[src/rtl/edge_irq_pkg.sv]
package edge_irq_pkg;

    localparam int WORD_W      = 16;
    localparam int ADDR_W      = 8;
    localparam int WORD_STRIDE = 4;

    localparam int MASK_BASE   = 'h00;
    localparam int ACK_BASE    = 'h28;
    localparam int TYPE_BASE   = 'h40;
    localparam int STATUS_BASE = 'hC0;

    typedef enum logic [1:0] {
        BANK_MASK   = 2'd0,
        BANK_ACK    = 2'd1,
        BANK_TYPE   = 2'd2,
        BANK_STATUS = 2'd3
    } bank_e;

    typedef struct packed {
        logic       hit;
        bank_e      bank;
        logic [7:0] word;
    } reg_sel_t;

    function automatic logic in_bank(input int a, input int base, input int num_words);
        return (a >= base) && (a < base + num_words * WORD_STRIDE);
    endfunction

    function automatic reg_sel_t decode_addr(input logic [ADDR_W-1:0] addr,
                                             input int num_words);
        reg_sel_t s;
        int a;
        a = int'(addr);
        s = '0;
        if (addr[1:0] == 2'b00) begin
            if (in_bank(a, MASK_BASE, num_words)) begin
                s.hit = 1'b1; s.bank = BANK_MASK;
                s.word = 8'((a - MASK_BASE) / WORD_STRIDE);
            end else if (in_bank(a, ACK_BASE, num_words)) begin
                s.hit = 1'b1; s.bank = BANK_ACK;
                s.word = 8'((a - ACK_BASE) / WORD_STRIDE);
            end else if (in_bank(a, TYPE_BASE, num_words)) begin
                s.hit = 1'b1; s.bank = BANK_TYPE;
                s.word = 8'((a - TYPE_BASE) / WORD_STRIDE);
            end else if (in_bank(a, STATUS_BASE, num_words)) begin
                s.hit = 1'b1; s.bank = BANK_STATUS;
                s.word = 8'((a - STATUS_BASE) / WORD_STRIDE);
            end
        end
        return s;
    endfunction

endpackage

[src/rtl/irq_sync.sv]
module irq_sync #(
    parameter int WIDTH  = 76,
    parameter int STAGES = 2
) (
    input  logic             clk,
    input  logic             rst,
    input  logic [WIDTH-1:0] async_in,
    output logic [WIDTH-1:0] sync_out
);

    logic [WIDTH-1:0] stage_q [STAGES];

    for (genvar s = 0; s < STAGES; s++) begin : g_stage
        always_ff @(posedge clk) begin
            if (rst) begin
                stage_q[s] <= '0;
            end else if (s == 0) begin
                stage_q[s] <= async_in;
            end else begin
                stage_q[s] <= stage_q[(s == 0) ? 0 : s-1];
            end
        end
    end

    assign sync_out = stage_q[STAGES-1];

endmodule

[src/rtl/irq_edge_latch.sv]
module irq_edge_latch #(
    parameter int NUM_LINES = 76
) (
    input  logic                 clk,
    input  logic                 rst,
    input  logic [NUM_LINES-1:0] line_sync,
    input  logic [NUM_LINES-1:0] falling_sel,
    input  logic [NUM_LINES-1:0] ack_pulse,
    output logic [NUM_LINES-1:0] edge_hit,
    output logic [NUM_LINES-1:0] pending
);

    logic [NUM_LINES-1:0] prev_q;
    logic [NUM_LINES-1:0] pend_q;

    always_comb begin
        for (int n = 0; n < NUM_LINES; n++) begin
            edge_hit[n] = falling_sel[n] ? (prev_q[n] & ~line_sync[n])
                                         : (~prev_q[n] & line_sync[n]);
        end
    end

    always_ff @(posedge clk) begin
        if (rst) begin
            prev_q <= '0;
            pend_q <= '0;
        end else begin
            prev_q <= line_sync;
            pend_q <= (pend_q & ~ack_pulse) | edge_hit;
        end
    end

    assign pending = pend_q;

endmodule

[src/rtl/irq_regfile.sv]
module irq_regfile
    import edge_irq_pkg::*;
#(
    parameter int NUM_LINES = 76
) (
    input  logic                 clk,
    input  logic                 rst,
    input  logic [ADDR_W-1:0]    reg_addr,
    input  logic                 reg_wr,
    input  logic [WORD_W-1:0]    reg_wdata,
    output logic [WORD_W-1:0]    reg_rdata,
    input  logic [NUM_LINES-1:0] pending,
    output logic [NUM_LINES-1:0] mask,
    output logic [NUM_LINES-1:0] falling_sel,
    output logic [NUM_LINES-1:0] ack_pulse,
    output logic [NUM_LINES-1:0] status
);

    localparam int NUM_WORDS = (NUM_LINES + WORD_W - 1) / WORD_W;
    localparam int PAD_W     = NUM_WORDS * WORD_W;

    reg_sel_t             sel;
    logic [NUM_LINES-1:0] mask_q;
    logic [NUM_LINES-1:0] type_q;
    logic [PAD_W-1:0]     mask_pad;
    logic [PAD_W-1:0]     type_pad;
    logic [PAD_W-1:0]     status_pad;

    assign sel = decode_addr(reg_addr, NUM_WORDS);

    for (genvar n = 0; n < NUM_LINES; n++) begin : g_line
        localparam int W = n / WORD_W;
        localparam int B = n % WORD_W;
        logic word_wr;
        assign word_wr = reg_wr && sel.hit && (sel.word == 8'(W));

        always_ff @(posedge clk) begin
            if (rst) begin
                mask_q[n] <= 1'b1;
                type_q[n] <= 1'b0;
            end else begin
                if (word_wr && sel.bank == BANK_MASK) mask_q[n] <= reg_wdata[B];
                if (word_wr && sel.bank == BANK_TYPE) type_q[n] <= reg_wdata[B];
            end
        end

        assign ack_pulse[n] = word_wr && (sel.bank == BANK_ACK) && reg_wdata[B];
    end

    assign status      = pending & ~mask_q;
    assign mask        = mask_q;
    assign falling_sel = type_q;

    always_comb begin
        mask_pad   = '0;
        type_pad   = '0;
        status_pad = '0;
        mask_pad[NUM_LINES-1:0]   = mask_q;
        type_pad[NUM_LINES-1:0]   = type_q;
        status_pad[NUM_LINES-1:0] = status;
    end

    always_comb begin
        reg_rdata = '0;
        for (int w = 0; w < NUM_WORDS; w++) begin
            if (sel.hit && sel.word == 8'(w)) begin
                unique case (sel.bank)
                    BANK_MASK:   reg_rdata = mask_pad[w*WORD_W +: WORD_W];
                    BANK_TYPE:   reg_rdata = type_pad[w*WORD_W +: WORD_W];
                    BANK_STATUS: reg_rdata = status_pad[w*WORD_W +: WORD_W];
                    BANK_ACK:    reg_rdata = '0;
                endcase
            end
        end
    end

endmodule

[src/rtl/edge_irq_aggregator.sv]
module edge_irq_aggregator
    import edge_irq_pkg::*;
#(
    parameter int NUM_LINES   = 76,
    parameter int SYNC_STAGES = 2
) (
    input  logic                 clk,
    input  logic                 rst,
    input  logic [NUM_LINES-1:0] gpio_in,
    input  logic [ADDR_W-1:0]    reg_addr,
    input  logic                 reg_wr,
    input  logic [WORD_W-1:0]    reg_wdata,
    output logic [WORD_W-1:0]    reg_rdata,
    output logic                 irq_out
);

    logic [NUM_LINES-1:0] sync_w;
    logic [NUM_LINES-1:0] mask_w;
    logic [NUM_LINES-1:0] falling_w;
    logic [NUM_LINES-1:0] ack_w;
    logic [NUM_LINES-1:0] edge_w;
    logic [NUM_LINES-1:0] pending_w;
    logic [NUM_LINES-1:0] status_w;

    irq_sync #(
        .WIDTH  (NUM_LINES),
        .STAGES (SYNC_STAGES)
    ) u_sync (
        .clk      (clk),
        .rst      (rst),
        .async_in (gpio_in),
        .sync_out (sync_w)
    );

    irq_edge_latch #(
        .NUM_LINES (NUM_LINES)
    ) u_latch (
        .clk         (clk),
        .rst         (rst),
        .line_sync   (sync_w),
        .falling_sel (falling_w),
        .ack_pulse   (ack_w),
        .edge_hit    (edge_w),
        .pending     (pending_w)
    );

    irq_regfile #(
        .NUM_LINES (NUM_LINES)
    ) u_regs (
        .clk         (clk),
        .rst         (rst),
        .reg_addr    (reg_addr),
        .reg_wr      (reg_wr),
        .reg_wdata   (reg_wdata),
        .reg_rdata   (reg_rdata),
        .pending     (pending_w),
        .mask        (mask_w),
        .falling_sel (falling_w),
        .ack_pulse   (ack_w),
        .status      (status_w)
    );

    assign irq_out = |status_w;

endmodule

[config.mk]
export PLATFORM = sky130hd
export DESIGN_NAME = edge_irq_aggregator
export DESIGN_NICKNAME = d
export VERILOG_FILES = /design/src/rtl/edge_irq_pkg.sv /design/src/rtl/irq_sync.sv /design/src/rtl/irq_edge_latch.sv /design/src/rtl/irq_regfile.sv /design/src/rtl/edge_irq_aggregator.sv
export SDC_FILE = /design/constraint.sdc
export NUM_CORES = 1
export LEC_CHECK = 0
export ABC_AREA = 1
export CORE_ASPECT_RATIO = 1.2
export CORE_UTILIZATION = 45
export CTS_BUF_LIST = sky130_fd_sc_hd__clkbuf_4
export CTS_CLUSTER_SIZE = 14
export DETAILED_ROUTE_END_ITERATION = 7
export GPL_TIMING_DRIVEN = 0
export SLEW_MARGIN = 20
export SYNTH_ARGS = -nofsm -noshare
export SYNTH_HDL_FRONTEND = slang
export SYNTH_HIERARCHICAL = 1
export SYNTH_SLANG_ARGS = --single-unit
[constraint.sdc]
create_clock -name clk -period 7.4 [get_ports clk]
set_input_delay 0.74 -clock clk [delete_from_list [all_inputs] [get_ports clk]]
set_output_delay 0.74 -clock clk [all_outputs]
set_load 0.01 [all_outputs]
Word-level counts from Yosys, hierarchy flattened
Memories as Yosys holds them, arrays and structs flattened.
Index checks and enable logic that the tools add are counted.
Word-level totals
  register bits after elaboration: 304
  memory bits (writable): 152
  bits of input ports: 103
  output and inout port bits: 17
  logic and storage cells: 697
  memories kept: 1
Memories
  u_sync.stage_q: words 2, bits a word 76, rd ports 2, clocked after memory_dff 0, write ports 2, line irq_sync.sv:11  | logic [WIDTH-1:0] stage_q [STAGES];
Operators by class
  add/subtract/negate cells: 6
  magnitude comparators: 7
  equality and inequality tests: 7
  mux-type cells: 96
  bitwise gates (word level): 314
  reduce and logical (&&, ||, !) cells: 112
Operators by type and width (number)
  $pmux 16 s4: 5
  $and 1x1->1: 155
  $and 76x76->76: 2
  $mux 76: 2
  $not 1->1: 152
  $not 76->76: 2
  $logic_and 1x1->1: 105
  $mux 16: 5
  $mux 1: 79
  $or 76x76->76: 1
  $reduce_or 76->1: 1
  $mux 11: 5
  $add 8x1->8: 3
  $eq 8x2->1 const B: 2
  $sub 8x6->9 const B: 1
  $sub 8x7->9 const B: 1
  $sub 8x8->9 const B: 1
  $eq 8x1->1 const B: 1
  $eq 8x3->1 const B: 1
  $ge 8x6->1 const B: 1
  $ge 8x7->1 const B: 1
  $ge 8x8->1 const B: 1
  $logic_not 8->1: 1
  $lt 8x5->1 const B: 1
  8 further kinds: 13

Depth between registers and ports, before layout
  word-level depth: 16
  gate-level depth with buffers: 27
  gate-level depth less buffers: 26

Hierarchy
Netlist, hierarchy kept.
Modules (own cells, without submodules)
  irq_regfile: instances 1, cells each 1539, area an instance 9432.8 um^2, seq. area each 3042.9 um^2
  irq_edge_latch: instances 1, cells each 1082, area an instance 6884.1 um^2, seq. area each 3042.9 um^2
  irq_sync: instances 1, cells each 473, area an instance 4327.9 um^2, seq. area each 3042.9 um^2
  edge_irq_aggregator: instances 1, cells each 70, area an instance 271.5 um^2, seq. area each 0.0 um^2

Worst setup path after synthesis
OpenSTA, ideal clock, no wires.
  path kind: in2out
  start: input port reg_addr[6]
  end: output port reg_rdata[10]
  arrival time: 3.165 ns
  required time: 6.660 ns
  setup slack: 3.495 ns
  cell stages on the path: 21
  path buffers: 1
  cell sequence: inv_2 ha_1 inv_1 nor2_1 ha_1 ha_1 inv_1 nor2_2 nand2_1 o21ai_1 nand2_1 nand2_1 nand2_1 nand2_1 nand3_4 nor2_4 nand2_2 inv_1 clkbuf_1 o21ai_0 nand3_1
Between the ends
  cells in the longest elaborated chain, start to end: 15
  elaborated cells on any way between the ends: 48
  classes of those cells: add/sub: 6; order compare: 7; eq/ne: 7; mux: 15; bitwise: 3; reduce/logical: 10
Ends and longest elaborated chain
  start: declaration: line edge_irq_aggregator.sv:10  | input logic [ADDR_W-1:0] reg_addr,
  $sub 8x8->9: line edge_irq_pkg.sv:47  | s.word = 8'((a - STATUS_BASE) / WORD_STRIDE);
  $and 1x1->1 (no line)
  $add 8x1->8 (no line)
  $mux 11: line edge_irq_pkg.sv:45  | end else if (in_bank(a, STATUS_BASE, num_words)) begin
  $mux 11: line edge_irq_pkg.sv:42  | end else if (in_bank(a, TYPE_BASE, num_words)) begin
  $mux 11: line edge_irq_pkg.sv:39  | end else if (in_bank(a, ACK_BASE, num_words)) begin
  $mux 11 (*): line edge_irq_pkg.sv:36  | if (in_bank(a, MASK_BASE, num_words)) begin
  $mux 11 (*): line edge_irq_pkg.sv:35  | if (addr[1:0] == 2'b00) begin
  $logic_not 8->1: line irq_regfile.sv:66  | if (sel.hit && sel.word == 8'(w)) begin
  $logic_and 1x1->1: line irq_regfile.sv:66
  $mux 16 (4 in series): line irq_regfile.sv:66
  $mux 16 (*): line irq_regfile.sv:66
  end: declaration: line edge_irq_aggregator.sv:13  | output logic [WORD_W-1:0] reg_rdata,
Every way passes the cells marked *; elsewhere a longest branch is shown, timed or not. The select of a mux whose other input is x is not followed.

Worst setup path after layout
Ends and elaborated chain as after synthesis.

==> impl_metrics.json <==
{
  "finalWorstSetupSlack_ps": 975,
  "rows": 85,
  "clock-sinks": 456,
  "r2r_slack_ps": 6520,
  "slowest_delay_ps": 620,
  "cp-start-kind": "input port",
  "setup_tns_ps": 0,
  "syn-mean-instance-area_um2": 6.68,
  "crit_path_frequent_cell": "nand2_1",
  "fp.dieW_um": 197,
  "p_leak_nw": 11.4,
  "setup_violations": 0,
  "ant_nets": 0,
  "antenna_found_initial": 2,
  "grt_pass1_vias": 18800,
  "slowest_stage": "clkdlybuf4s50_1",
  "dpl-instance-area_um2": 22500,
  "grt_setup_unrepaired": "no",
  "cts_root_buffer": "clkbuf_4",
  "ir_drop_mv": 0.160,
  "drc": 0,
  "clk_path_buf_depth": 3,
  "core_um2": 45100,
  "drtIter0Drc": 1485,
  "grt_pass1_wl_mm": 110,
  "synth_cells": 3088,
  "clock.fmax_mhz": 156,
  "grt-ovfl-total": 0,
  "drive_above_1_share_pct": 8.87,
  "initial_utilization_pct": 45.8,
  "slew_headroom_pct": 18.3,
  "insertion_delay_ps": 880,
  "drt-total-wl_mm": 73.5,
  "final_util_pct": 53.0,
  "regArea_um2": 9130,
  "areaGrowthSynthToFinish_pct": 15.8,
  "crit_type": "in -> out",
  "pin_count": 120,
  "finalMaxSlewViolations": 0,
  "nNetsFinal": 3433,
  "dp_hpwl_mm": 53.2,
  "place.gp.congestion": 0.971,
  "cts_tree": "built",
  "path_clk_slew_ps": 70,
  "hold_viol": 0,
  "fin_crit_sh_pct": 86.8,
  "fill_cells": 4734,
  "ys.warnings.count": 6,
  "postCtsSetupRepairBufs": 0,
  "maxCapViolCount": 0,
  "htreeDepth": 3,
  "vias_per_cell": 4.96,
  "endpoint_kind": "output port",
  "cts_buffers": 118,
  "crit_path_cell_trace": "clkdlybuf4s50_1 > inv_2 > ha_1 > inv_1 > nor2_1 > ha_1 > ha_1 > inv_1 > nor2_2 > nand2_1 > o21ai_1 > nand2_1 > nand2_1 > nand2_1 > nand2_1 > nand3_4 > nor2_4 > nand2_2 > inv_1 > clkbuf_1 > o21ai_0 > nand3_1 > clkdlybuf4s50_1",
  "dp_slack_ps": 1160,
  "layout_min_cycle_time_ps": 6420,
  "first_pass_iters": 6,
  "crit_fanout": 12,
  "cp.required_ps": 6660,
  "dieArea_um2": 46700,
  "syn_nets": 3207,
  "fp.dieH_um": 237,
  "hold_buffers": 0,
  "arrival_ps": 5680,
  "wl_per_cell_um": 18.3,
  "skew_ps": 31.8,
  "status": "completed",
  "worst_pin_slew_ps": 1230,
  "portBuffers": 106,
  "ctsResizeCount": 0,
  "holdWs_ps": 377,
  "holdCritPathClass": "in -> reg",
  "p_per_area_nw_per_um2": 220,
  "grt_max_degree": 17,
  "stdcell_area_um2": 23900,
  "grt_use_total_pct": 31.9,
  "synthesis.area_um2": 20600,
  "multi_input_area_um2": 8060,
  "via_count": 19900
}
## layout make-up
type	instances	share of cell area (%)
flip-flops and latches	456	38.2
multi-input cells	1774	33.7
inverters	735	11.5
clock buffers	165	5.19
repair buffers	106	4.44
well taps	609	3.19
plain buffers	123	2.87
clock inverters	36	0.807
diodes	1	0.0105
## power breakdown
| part | switching [mW] | internal, mW | total [mW] |
|---|---|---|---|
| Combinational | 0.366 | 0.187 | 0.552 |
| Sequential | 0.0415 | 2.54 | 2.58 |
| Clock | 1.03 | 1.09 | 2.11 |
| Total | 1.43 | 3.81 | 5.24 |
## critical path: cells and delay by family
family                   cells  cell delay (ps)
AO/OA/AOI/OAI                2              490
AND/OR/NAND/NOR             11             1390
adder cells (fa/ha/maj)      3              770
buffers and inverters        7             2260
## cells in the final DEF (no fill, tap or decap), drive strengths merged, types with 2 or more instances in the layout
master / n
nor3: 29
clkinv: 31
clkbuf: 213
nand3: 325
o22ai: 13
o21ai: 117
buf: 75
a21oi: 54
o211ai: 64
dfxtp: 456
bufinv: 2
nand4: 8
clkdlybuf4s50: 106
a22oi: 12
nor2: 594
a221oi: 2
ha: 16
nand2: 531
inv: 738
xor2: 3
## routing by layer
metal | track usage, % | wire (um)
met5 | 0 | 0
met1 | 40.2 | 30800
met4 | 18.2 | 3970
met2 | 50.3 | 32600
met3 | 6.58 | 6100
## registers in the layout (all words and copies together), names as in the netlist
signal / count
u_latch/prev_q: 76
u_regs/falling_sel: 76
u_latch/pending: 76
u_regs/mask: 76
u_sync/stage_q: 152
## per-stage QoR
| stage | std cells | total power [mW] |
|---|---|---|
| after floorplan | 3088 | 2.91 |
| after global placement | 3803 | 3.17 |
| after detailed placement | 3803 | 3.18 |
| after CTS | 4004 | 5.31 |
| after global routing | 4005 | 5.51 |
| final | 4005 | 5.24 |
## worst paths after layout
check	startpoint	endpoint	depth (start not counted)
min	gpio_in[20]	u_sync/stage_q[0][20]$_SDFF_PP0_	3
min reg2reg	u_sync/stage_q[0][49]$_SDFF_PP0_	u_sync/stage_q[1][49]$_SDFF_PP0_	2
max reg2reg	u_regs/falling_sel[45]$_SDFFE_PP0P_	u_latch/pending[45]$_SDFF_PP0_	5
max	reg_addr[6]	reg_rdata[10]	23
(Power assumes the default switching activity.)
